<file path="src/rtl/pwm10_pkg.sv">
package pwm10_pkg;

  typedef enum logic [1:0] {
    MODE_SINGLE = 2'b00,
    MODE_HALF   = 2'b01,
    MODE_FWD    = 2'b10,
    MODE_REV    = 2'b11
  } out_mode_e;

  typedef enum logic [1:0] {
    ADDR_PERIOD  = 2'd0,
    ADDR_DUTY_HI = 2'd1,
    ADDR_CTRL    = 2'd2,
    ADDR_SPARE   = 2'd3
  } reg_addr_e;

  // last prescaler count before a fine step: divide by 1, 4 or 16
  function automatic int unsigned presc_last(input logic [1:0] sel);
    case (sel)
      2'b00:   return 0;
      2'b01:   return 3;
      default: return 15;
    endcase
  endfunction

endpackage

</file>
<file path="src/rtl/pwm10_regs.sv">
module pwm10_regs
  import pwm10_pkg::*;
#(
  parameter int CNT_W  = 8,
  parameter int FRAC_W = 2,
  localparam int DUTY_W = CNT_W + FRAC_W
) (
  input  logic              clk,
  input  logic              rst,
  input  logic              wr_en,
  input  logic [1:0]        wr_addr,
  input  logic [CNT_W-1:0]  wr_data,
  output logic [CNT_W-1:0]  period_q,
  output logic [DUTY_W-1:0] duty_stage_q,
  output out_mode_e         mode_q,
  output logic [1:0]        presc_q
);

  localparam int MODE_LSB  = FRAC_W;
  localparam int PRESC_LSB = FRAC_W + 2;

  always_ff @(posedge clk) begin
    if (rst) begin
      period_q     <= '0;
      duty_stage_q <= '0;
      mode_q       <= MODE_SINGLE;
      presc_q      <= '0;
    end else if (wr_en) begin
      case (reg_addr_e'(wr_addr))
        ADDR_PERIOD:  period_q <= wr_data;
        ADDR_DUTY_HI: duty_stage_q[DUTY_W-1:FRAC_W] <= wr_data;
        ADDR_CTRL: begin
          duty_stage_q[FRAC_W-1:0] <= wr_data[FRAC_W-1:0];
          mode_q  <= out_mode_e'(wr_data[MODE_LSB +: 2]);
          presc_q <= wr_data[PRESC_LSB +: 2];
        end
        default: ;
      endcase
    end
  end

  AST_SPARE_IGNORED: assert property (@(posedge clk) disable iff (rst)
    (wr_en && wr_addr == ADDR_SPARE) |=> ($stable(period_q) && $stable(duty_stage_q)
      && $stable(mode_q) && $stable(presc_q)));

endmodule

</file>
<file path="src/rtl/pwm10_timebase.sv">
module pwm10_timebase
  import pwm10_pkg::*;
#(
  parameter int CNT_W  = 8,
  parameter int FRAC_W = 2,
  parameter int PRE_W  = 4,
  localparam int DUTY_W = CNT_W + FRAC_W
) (
  input  logic              clk,
  input  logic              rst,
  input  logic              ce,
  input  logic [1:0]        presc_sel,
  input  logic [CNT_W-1:0]  period,
  output logic              step,
  output logic              wrap,
  output logic [DUTY_W-1:0] cnt_next
);

  logic [PRE_W-1:0]  pcnt_q;
  logic [PRE_W-1:0]  pre_last;
  logic [DUTY_W-1:0] cnt_q;
  logic              at_end;

  always_comb pre_last = PRE_W'(presc_last(presc_sel));

  assign step   = ce && (pcnt_q >= pre_last);
  assign at_end = (cnt_q[DUTY_W-1:FRAC_W] == period) && (&cnt_q[FRAC_W-1:0]);
  assign wrap   = step && at_end;

  always_comb begin
    if (wrap)      cnt_next = '0;
    else if (step) cnt_next = cnt_q + 1'b1;
    else           cnt_next = cnt_q;
  end

  always_ff @(posedge clk) begin
    if (rst) begin
      pcnt_q <= '0;
      cnt_q  <= '0;
    end else if (ce) begin
      pcnt_q <= step ? '0 : pcnt_q + 1'b1;
      cnt_q  <= cnt_next;
    end
  end

  AST_WRAP_TO_ZERO: assert property (@(posedge clk) disable iff (rst)
    wrap |=> (cnt_q == '0));

  AST_FROZEN_COUNT: assert property (@(posedge clk) disable iff (rst)
    !ce |=> ($stable(cnt_q) && $stable(pcnt_q)));

endmodule

</file>
<file path="src/rtl/pwm10_outstage.sv">
module pwm10_outstage
  import pwm10_pkg::*;
#(
  parameter int CNT_W  = 8,
  parameter int FRAC_W = 2,
  localparam int DUTY_W = CNT_W + FRAC_W
) (
  input  logic              clk,
  input  logic              rst,
  input  logic              step,
  input  logic              wrap,
  input  logic [DUTY_W-1:0] cnt_next,
  input  logic [DUTY_W-1:0] duty_stage,
  input  out_mode_e         mode,
  output logic              pwm_q,
  output logic [DUTY_W-1:0] duty_act_q
);

  always_ff @(posedge clk) begin
    if (rst) begin
      duty_act_q <= '0;
      pwm_q      <= 1'b0;
    end else begin
      if (wrap) duty_act_q <= duty_stage;
      if (mode != MODE_SINGLE)                   pwm_q <= 1'b0;
      else if (wrap)                             pwm_q <= (duty_stage != '0);
      else if (step && cnt_next == duty_act_q)   pwm_q <= 1'b0;
    end
  end

  AST_DUTY_HELD: assert property (@(posedge clk) disable iff (rst)
    !wrap |=> $stable(duty_act_q));

  AST_CLEAR_ON_MATCH: assert property (@(posedge clk) disable iff (rst)
    (step && !wrap && cnt_next == duty_act_q) |=> !pwm_q);

  AST_ZERO_DUTY_LOW: assert property (@(posedge clk) disable iff (rst)
    (duty_act_q == '0) |-> !pwm_q);

  AST_OTHER_MODES_LOW: assert property (@(posedge clk) disable iff (rst)
    (mode != MODE_SINGLE) |=> !pwm_q);

endmodule

</file>
<file path="src/rtl/pwm10_dbuf.sv">
module pwm10_dbuf
  import pwm10_pkg::*;
#(
  parameter int CNT_W  = 8,
  parameter int FRAC_W = 2,
  parameter int PRE_W  = 4,
  localparam int DUTY_W = CNT_W + FRAC_W
) (
  input  logic              clk,
  input  logic              rst,
  input  logic              ce,
  input  logic              wr_en,
  input  logic [1:0]        wr_addr,
  input  logic [CNT_W-1:0]  wr_data,
  output logic              pwm_out,
  output logic [DUTY_W-1:0] duty_rd,
  output logic [1:0]        mode_rd
);

  logic [CNT_W-1:0]  period_q;
  logic [DUTY_W-1:0] duty_stage_q;
  out_mode_e         mode_q;
  logic [1:0]        presc_q;
  logic              step;
  logic              wrap;
  logic [DUTY_W-1:0] cnt_next;

  pwm10_regs #(.CNT_W(CNT_W), .FRAC_W(FRAC_W)) u_regs (
    .clk(clk), .rst(rst), .wr_en(wr_en), .wr_addr(wr_addr), .wr_data(wr_data),
    .period_q(period_q), .duty_stage_q(duty_stage_q), .mode_q(mode_q), .presc_q(presc_q)
  );

  pwm10_timebase #(.CNT_W(CNT_W), .FRAC_W(FRAC_W), .PRE_W(PRE_W)) u_tb (
    .clk(clk), .rst(rst), .ce(ce), .presc_sel(presc_q), .period(period_q),
    .step(step), .wrap(wrap), .cnt_next(cnt_next)
  );

  pwm10_outstage #(.CNT_W(CNT_W), .FRAC_W(FRAC_W)) u_out (
    .clk(clk), .rst(rst), .step(step), .wrap(wrap), .cnt_next(cnt_next),
    .duty_stage(duty_stage_q), .mode(mode_q), .pwm_q(pwm_out), .duty_act_q(duty_rd)
  );

  assign mode_rd = mode_q;

  AST_IDLE_HOLDS_OUT: assert property (@(posedge clk) disable iff (rst)
    (!ce && mode_q == MODE_SINGLE) |=> ($stable(pwm_out) && $stable(duty_rd)));

endmodule

</file>
<file path="config.mk">
export PLATFORM = sky130hd
export DESIGN_NAME = pwm10_dbuf
export DESIGN_NICKNAME = d
export VERILOG_FILES = /design/src/rtl/pwm10_pkg.sv /design/src/rtl/pwm10_regs.sv /design/src/rtl/pwm10_timebase.sv /design/src/rtl/pwm10_outstage.sv /design/src/rtl/pwm10_dbuf.sv
export SDC_FILE = /design/constraint.sdc
export NUM_CORES = 1
export LEC_CHECK = 0
export BUFFER_PORTS_ARGS = -buffer_cell sky130_fd_sc_hd__buf_2
export CAP_MARGIN = 20
export CORE_MARGIN = 3
export CORE_UTILIZATION = 32
export DETAILED_ROUTE_END_ITERATION = 8
export PLACE_DENSITY = 0.6
export SETUP_SLACK_MARGIN = 0.02
export SLEW_MARGIN = 25
export SYNTH_ARGS = -nofsm -noshare
export SYNTH_HDL_FRONTEND = slang
export SYNTH_SLANG_ARGS = --single-unit
</file>
<file path="constraint.sdc">
create_clock -name clk -period 3.6 [get_ports clk]
set_input_delay 0.54 -clock clk [delete_from_list [all_inputs] [get_ports clk]]
set_output_delay 0.54 -clock clk [all_outputs]
set_load 0.03 [all_outputs]
</file>
==> results of run 1 <==
[how the worst min path moves through the flow]
stage / startpoint / to / cells after the start / slack [ns]
2_1_floorplan: u_regs.duty_stage_q[1]$_SDFFE_PP0P_ / u_out.duty_act_q[1]$_SDFFE_PP0N_ / 2 / 0.45
3_3_place_gp: u_regs.presc_q[0]$_SDFFE_PP0P_ / u_regs.presc_q[0]$_SDFFE_PP0P_ / 2 / 0.47
3_5_place_dp: u_regs.duty_stage_q[3]$_SDFFE_PP0P_ / u_out.duty_act_q[3]$_SDFFE_PP0N_ / 2 / 0.47
4_1_cts: wr_data[6] / u_regs.period_q[6]$_SDFFE_PP0P_ / 3 / 0.48
5_1_grt: wr_data[6] / u_regs.duty_stage_q[8]$_SDFFE_PP0P_ / 3 / 0.50
6_report: u_regs.duty_stage_q[3]$_SDFFE_PP0P_ / u_out.duty_act_q[3]$_SDFFE_PP0N_ / 2 / 0.48
[power breakdown]
part	internal [mW]	switching (mW)
sequential	0.531	0.0117
combinational	0.0383	0.0540
clock	0.140	0.181
[metal layers]
layer | vias to the layer above | wire [um] | part of all wire
li1 | 920 | - | -
met2 | 26 | 2530 | 0.49
met5 | - | 0 | 0
met1 | 818 | 2440 | 0.47
met3 | 7 | 195 | 0.037
met4 | 0 | 46 | 0.0088
[worst max-delay path, cell delays in order (launching register included)]
cell and delay (ns):
dfxtp_1 0.32, or2_2 0.30, ha_1 0.27, nand2b_4 0.14, a2111oi_4 0.45, nor3_2 0.15, and2_1 0.33, o21ai_1 0.24
o31ai_2 0.08, nor4_1 0.27, a31oi_1 0.11
[kinds of logic (layout without fill, tap and decap cells)]
logic type	count (synthesis)	count (layout)	synth area share
flops	47	47	0.407
fa+ha+maj	6	6	0.0325
compound gates	33	33	0.0925
mux	23	23	0.0996
simple gates	106	106	0.236
buf+inv	20	41	0.0395
xor+xnor	22	22	0.0925
[flip-flops by register name, summed over array words and instances, names as in the netlist]
signal	cells
u_out.pwm_q	1
u_regs.duty_stage_q	10
u_tb.pcnt_q	4
u_tb.cnt_q	10
u_regs.period_q	8
u_regs.mode_q	2
u_out.duty_act_q	10
u_regs.presc_q	2
[metrics by stage]
step | setup WS (ns) | hold WS (ns) | area, sq um
5_1_grt | 0.597 | 0.501 | 2590
3_3_place_gp | 0.899 | 0.473 | 2500
4_1_cts | 0.828 | 0.482 | 2590
6_report | 0.833 | 0.482 | 2590
3_5_place_dp | 0.834 | 0.472 | 2500
2_1_floorplan | 1.10 | 0.449 | 2310
[layout by cell type (no fill, tap or decap), types with 6 or more instances in the layout]
| cell | count |
|---|---|
| nor3_1 | 10 |
| nor2_1 | 33 |
| xnor2_1 | 15 |
| a21oi_1 | 18 |
| mux2i_1 | 23 |
| nand2_1 | 24 |
| ha_1 | 6 |
| dfxtp_1 | 47 |
| nand3_1 | 8 |
| buf_2 | 26 |
[layout make-up]
class | count | area [sq um] | share of cell area
multi-input cells | 190 | 1280 | 0.494
clock inverters | 2 | 17.5 | 0.00676
well taps | 96 | 120 | 0.0464
clock buffers | 6 | 72.6 | 0.0280
repair buffers | 27 | 138 | 0.0531
flip-flops and latches | 47 | 941 | 0.363
inverters | 6 | 22.5 | 0.00869
==> results.md, run 1 <==
- Status: finished, final reports clean
- GR peak layer: met2
- Initial core utilization: 0.335
- Peak VDD IR: about 0.00016 V
- FF+latch count, synth: 47
- Max Slew Vio Count: 0
- Fin crit share: 0.769
- Distinct cells, synth: 46
- Syn_nets: 277
- Non-Filler Instances: about 370
- Final Power: 0.955 mW
- Resized Gates After CTS: 0
- Main synth FF type: dfxtp_1
- Worst r2r src: u_regs.presc_q[0]$_SDFFE_PP0P_
- CP Max Fanout: 17
- Top-area cell type share of the netlist area: 0.407
- WL per Instance: 13.9 um
- CTS tree: built
- YS warnings: 0
- Leakage: 1.04 nW
- Area Overhead vs Synth: 12.1%
- Hold_buf cts: 0
- Post-CTS setup buffer count: 0
- CTS root buffer: clkbuf_8
- Worst R2R End: u_out.pwm_q$_SDFFE_PP0P_
- R2R setup slack: 0.83 ns
- DRT antenna net count: 0
- CTS max path bufs: 2
- Fill cell count: 750
- Reg2Reg Depth: 10
- Die area: 8280 sq um
- Clock transition at path regs: 0.09 ns
- PortBufs: 26
- Cell count after placement: 366
- Netlist Area Pre-Place: 2310 sq um
- CP required: ~3.8 ns
- Row cnt: 30
- Remaining DRCs: 0
- PwrDens: 369 nW/um^2
- Core box area: 6910 sq um
- GPL Wtd Cong: around 0.8
- Antenna violations before repair: 0
- Sequential-to-total area share from yosys stat: 0.407
- Max_slew headroom: 0.436
- TNS Setup: 0 ns
- Final Util: 0.375
- All-Layer GR Usage: 0.134
- M2 GR Usage: 0.227
- Via count: 1771
- Hold Path Class: flop to flop
- Crit start category: flop
- Final critical-path required period: 2.77 ns
- H-tree depth: 2
- Number of global-route vias before repair: 1820
- Fmax: 361 MHz
- Die Height: 91.0 um
- Layout cells sized above 1: 0.162
- Most instantiated cells after synthesis: 47 x dfxtp_1, 33 x nor2_1, 24 x nand2_1
- Cell with the most instances after synthesis: dfxtp_1
- I/O pins: 27
- Number of synthesized flops with an enable pin: 0
- Crit path launch: u_regs.presc_q[0]$_SDFFE_PP0P_
- Drt via density: 4.74
- Syn Area/Cell: approximately 9.0 sq um
- First-pass detailed-route iteration total: 4
- Final Net Count: just under 300
- Worst Setup EP: u_out.pwm_q$_SDFFE_PP0P_
- Num CTS Buffers: 5
- Largest net degree at the start of global routing: 48
- GR Util met3: 0.0315
- Largest area contributor in the netlist: dfxtp_1
- First-pass GRT wire length: 8920 um
- Worst Max-Slew Pin Slew: around 0.85 ns
- DRT iter0 DRCs: 116
- Max cap viols: 0
- Cells after synthesis: approximately 260
- Total Routed Length: 5210 um
- Endpoints failing hold: 0
- Skew-Pair Late Insertion Delay: approximately 0.3 ns
- Final setup violation count: 0
- Die Wd: 91.0 um
- Worst path arrival time: approximately 3.0 ns
- HPWL after DPL: 3920 um
- Worst Skew: 0.00267 ns
- Clock sinks: 47
- GRT Residual Overflow: 0
- Crit. End Element: flop
- N_diodes: 0
- Routing usage on met1: 0.170
- Unrepaired setup endpoints after global routing: no
- Fraction of registers with async set/reset: 0
- Area contributors post-synth: dfxtp_1 41%, mux2i_1 10%, xnor2_1 5.7%, nor2_1 5.4%, a21oi_1 3.9%
- WS Path Type: flop to flop
Power figures use the tool's default switching activity.
==> inputs of run 2 (changes only) <==
==> constraint.sdc (replaced) <==
create_clock -name clk -period 2.81 [get_ports clk]
set_input_delay 0.4215 -clock clk [delete_from_list [all_inputs] [get_ports clk]]
set_output_delay 0.4215 -clock clk [all_outputs]
set_load 0.03 [all_outputs]
==> run 2 against run 1 <==
Effect of this change:
- cell count rose by 1.3%
- die area unchanged
- register-to-register slack worse by 0.70 ns
- combinational power increased by 39%
- sequential share of layout area is 0.70 points lower
- via count grew 4.1%
- non-clock buffer count up 5
==> results.md, run 2 (synthesis gave the netlist of run 1 again) <==
- Fin crit share: 0.954
- M2 GR Usage: 0.216
- Worst setup margin: roughly 0.13 ns
- Crit start category: flop
- Cell count after placement: about 370
- PortBufs: 26
- GR Util met3: 0.0315
- Die Wd: between 90 and 100 um
- I/O pins: 27
- Skew-Pair Late Insertion Delay: 0.31 ns
- Fill cell count: 748
- WL per Instance: 13.9 um
- Max Slew Vio Count: 0
- Die Height: between 90 and 100 um
- CP required: 3.00 ns
- Status: finished, final reports clean
- Non-Filler Instances: 379
- Core box area: 6910 sq um
- CP Max Fanout: 4
- Final Power: 1.26 mW
- CTS tree: built
- Post-CTS setup buffer count: 0
- Endpoints failing hold: 0
- Net switching power: 0.344 mW
- CTS root buffer: clkbuf_8
- Initial core utilization: 0.335
- DRT iter0 DRCs: 73
- Hold_buf cts: 0
- Power share of the combinational group: 0.102
- Seq pwr share: 0.550
- Worst Skew: a little over 0.008 ns
- Row cnt: 30
- CTS max path bufs: 2
- First-pass detailed-route iteration total: 4
- Biggest regs: u_out.duty_act_q x10, u_regs.duty_stage_q x10, u_tb.cnt_q x10
- Max_slew headroom: 0.651
- GPL Wtd Cong: 0.789
- N_diodes: 0
- Commonest non-fill, non-tap cell in the layout: dfxtp_1
- All-Layer GR Usage: 0.131
- Peak VDD IR: ~0.00032 V
- Fmax: 373 MHz
- Drt via density: 4.87
- Crit. End Element: flop
- PwrDens: 478 nW/um^2
- GRT Residual Overflow: 0
- Number of global-route vias before repair: 1778
- Final Net Count: 302
- Net Sw Frac: 0.272
- First-pass GRT wire length: 8700 um
- Layout cells sized above 1: 0.187
- Largest net degree at the start of global routing: 29
- Design Area, Final: 2640 sq um
- Worst path arrival time: 2.87 ns
- Num CTS Buffers: 5
- GR peak layer: met2
- H-tree depth: 2
- Commonest cells after routing, fill and taps aside: 47 x dfxtp_1, 33 x nor2_1, 26 x buf_2
- DRT antenna net count: 0
- Unrepaired setup endpoints after global routing: no
- TNS Setup: 0 ns
- Post-DP Area: between 2000 and 3000 sq um
- Clock sinks: between 40 and 50
- Final critical-path required period: 2.68 ns
- Hold Path Class: primary input to flop
- Remaining DRCs: 0
- Total Routed Length: 5290 um
- Via count: about 1800
- Routing usage on met1: 0.172
- Area Overhead vs Synth: 14.3%
- HPWL after DPL: 4040 um
- Clock network fraction of total power: 0.348
- Leakage: 1.06 nW
- Antenna violations before repair: 0
- Pint: roughly 0.92 mW
- WS Path Type: flop to flop
- Worst Max-Slew Pin Slew: between 0.5 and 0.6 ns
- Resized Gates After CTS: 0
- Die area: a little over 8000 sq um
- Max cap viols: 0
- Clock transition at path regs: 0.10 ns
- Post-Place Setup Slack: 0.167 ns
- Final setup violation count: 0
run 2: path summary, 6_finish.rpt:
path | startpoint | slack (ns) | cells past startpoint | to
min | wr_data[6] | 0.35 | 3 | u_regs.duty_stage_q[8]$_SDFFE_PP0P_
max reg2reg | u_regs.presc_q[0]$_SDFFE_PP0P_ | 0.13 | 10 | u_out.pwm_q$_SDFFE_PP0P_
min reg2reg | u_regs.presc_q[0]$_SDFFE_PP0P_ | 0.50 | 2 | u_regs.presc_q[0]$_SDFFE_PP0P_
max | u_regs.presc_q[0]$_SDFFE_PP0P_ | 0.13 | 10 | u_out.pwm_q$_SDFFE_PP0P_
run 2: power by group through the flow:
stage | clock network (mW) | registers, mW | logic [mW]
2_1_floorplan | 0 | 0.708 | 0.0904
3_3_place_gp | 0 | 0.710 | 0.123
3_5_place_dp | 0 | 0.711 | 0.125
4_1_cts | 0.452 | 0.695 | 0.126
5_1_grt | 0.482 | 0.697 | 0.143
6_report | 0.440 | 0.695 | 0.128
run 2: worst max-delay path: stages, from the launching register on:
cell,delay [ns]
dfxtp_1,0.32
or2_2,0.30
ha_1,0.27
nand2b_4,0.14
a2111oi_4,0.46
nor4_2,0.13
xnor2_1,0.27
and2_1,0.19
o31ai_2,0.07
nor4_1,0.29
a31oi_1,0.12
run 2: layout make-up:
cell class,instances,area (sq um),area share
sequential,47,941,0.356
multi-input combinational,190,1290,0.487
clock buffer,5,68.8,0.0260
inverter,6,22.5,0.00852
timing repair buffer,32,175,0.0663
tap,96,120,0.0455
clock inverter,3,27.5,0.0104
run 2: layer usage:
layer | routed length [um] | part of all wire
met3 | 206 | 0.039
met4 | 53 | 0.010
met1 | 2520 | 0.48
met2 | 2500 | 0.47
met5 | 0 | 0
run 2: per-stage QoR:
stage | hold WS [ns] | util
final | 0.352 | 0.383
after global placement | 0.475 | 0.368
after floorplan | 0.449 | -
after global routing | 0.360 | 0.383
after CTS | 0.349 | 0.382
after detailed placement | 0.483 | 0.368
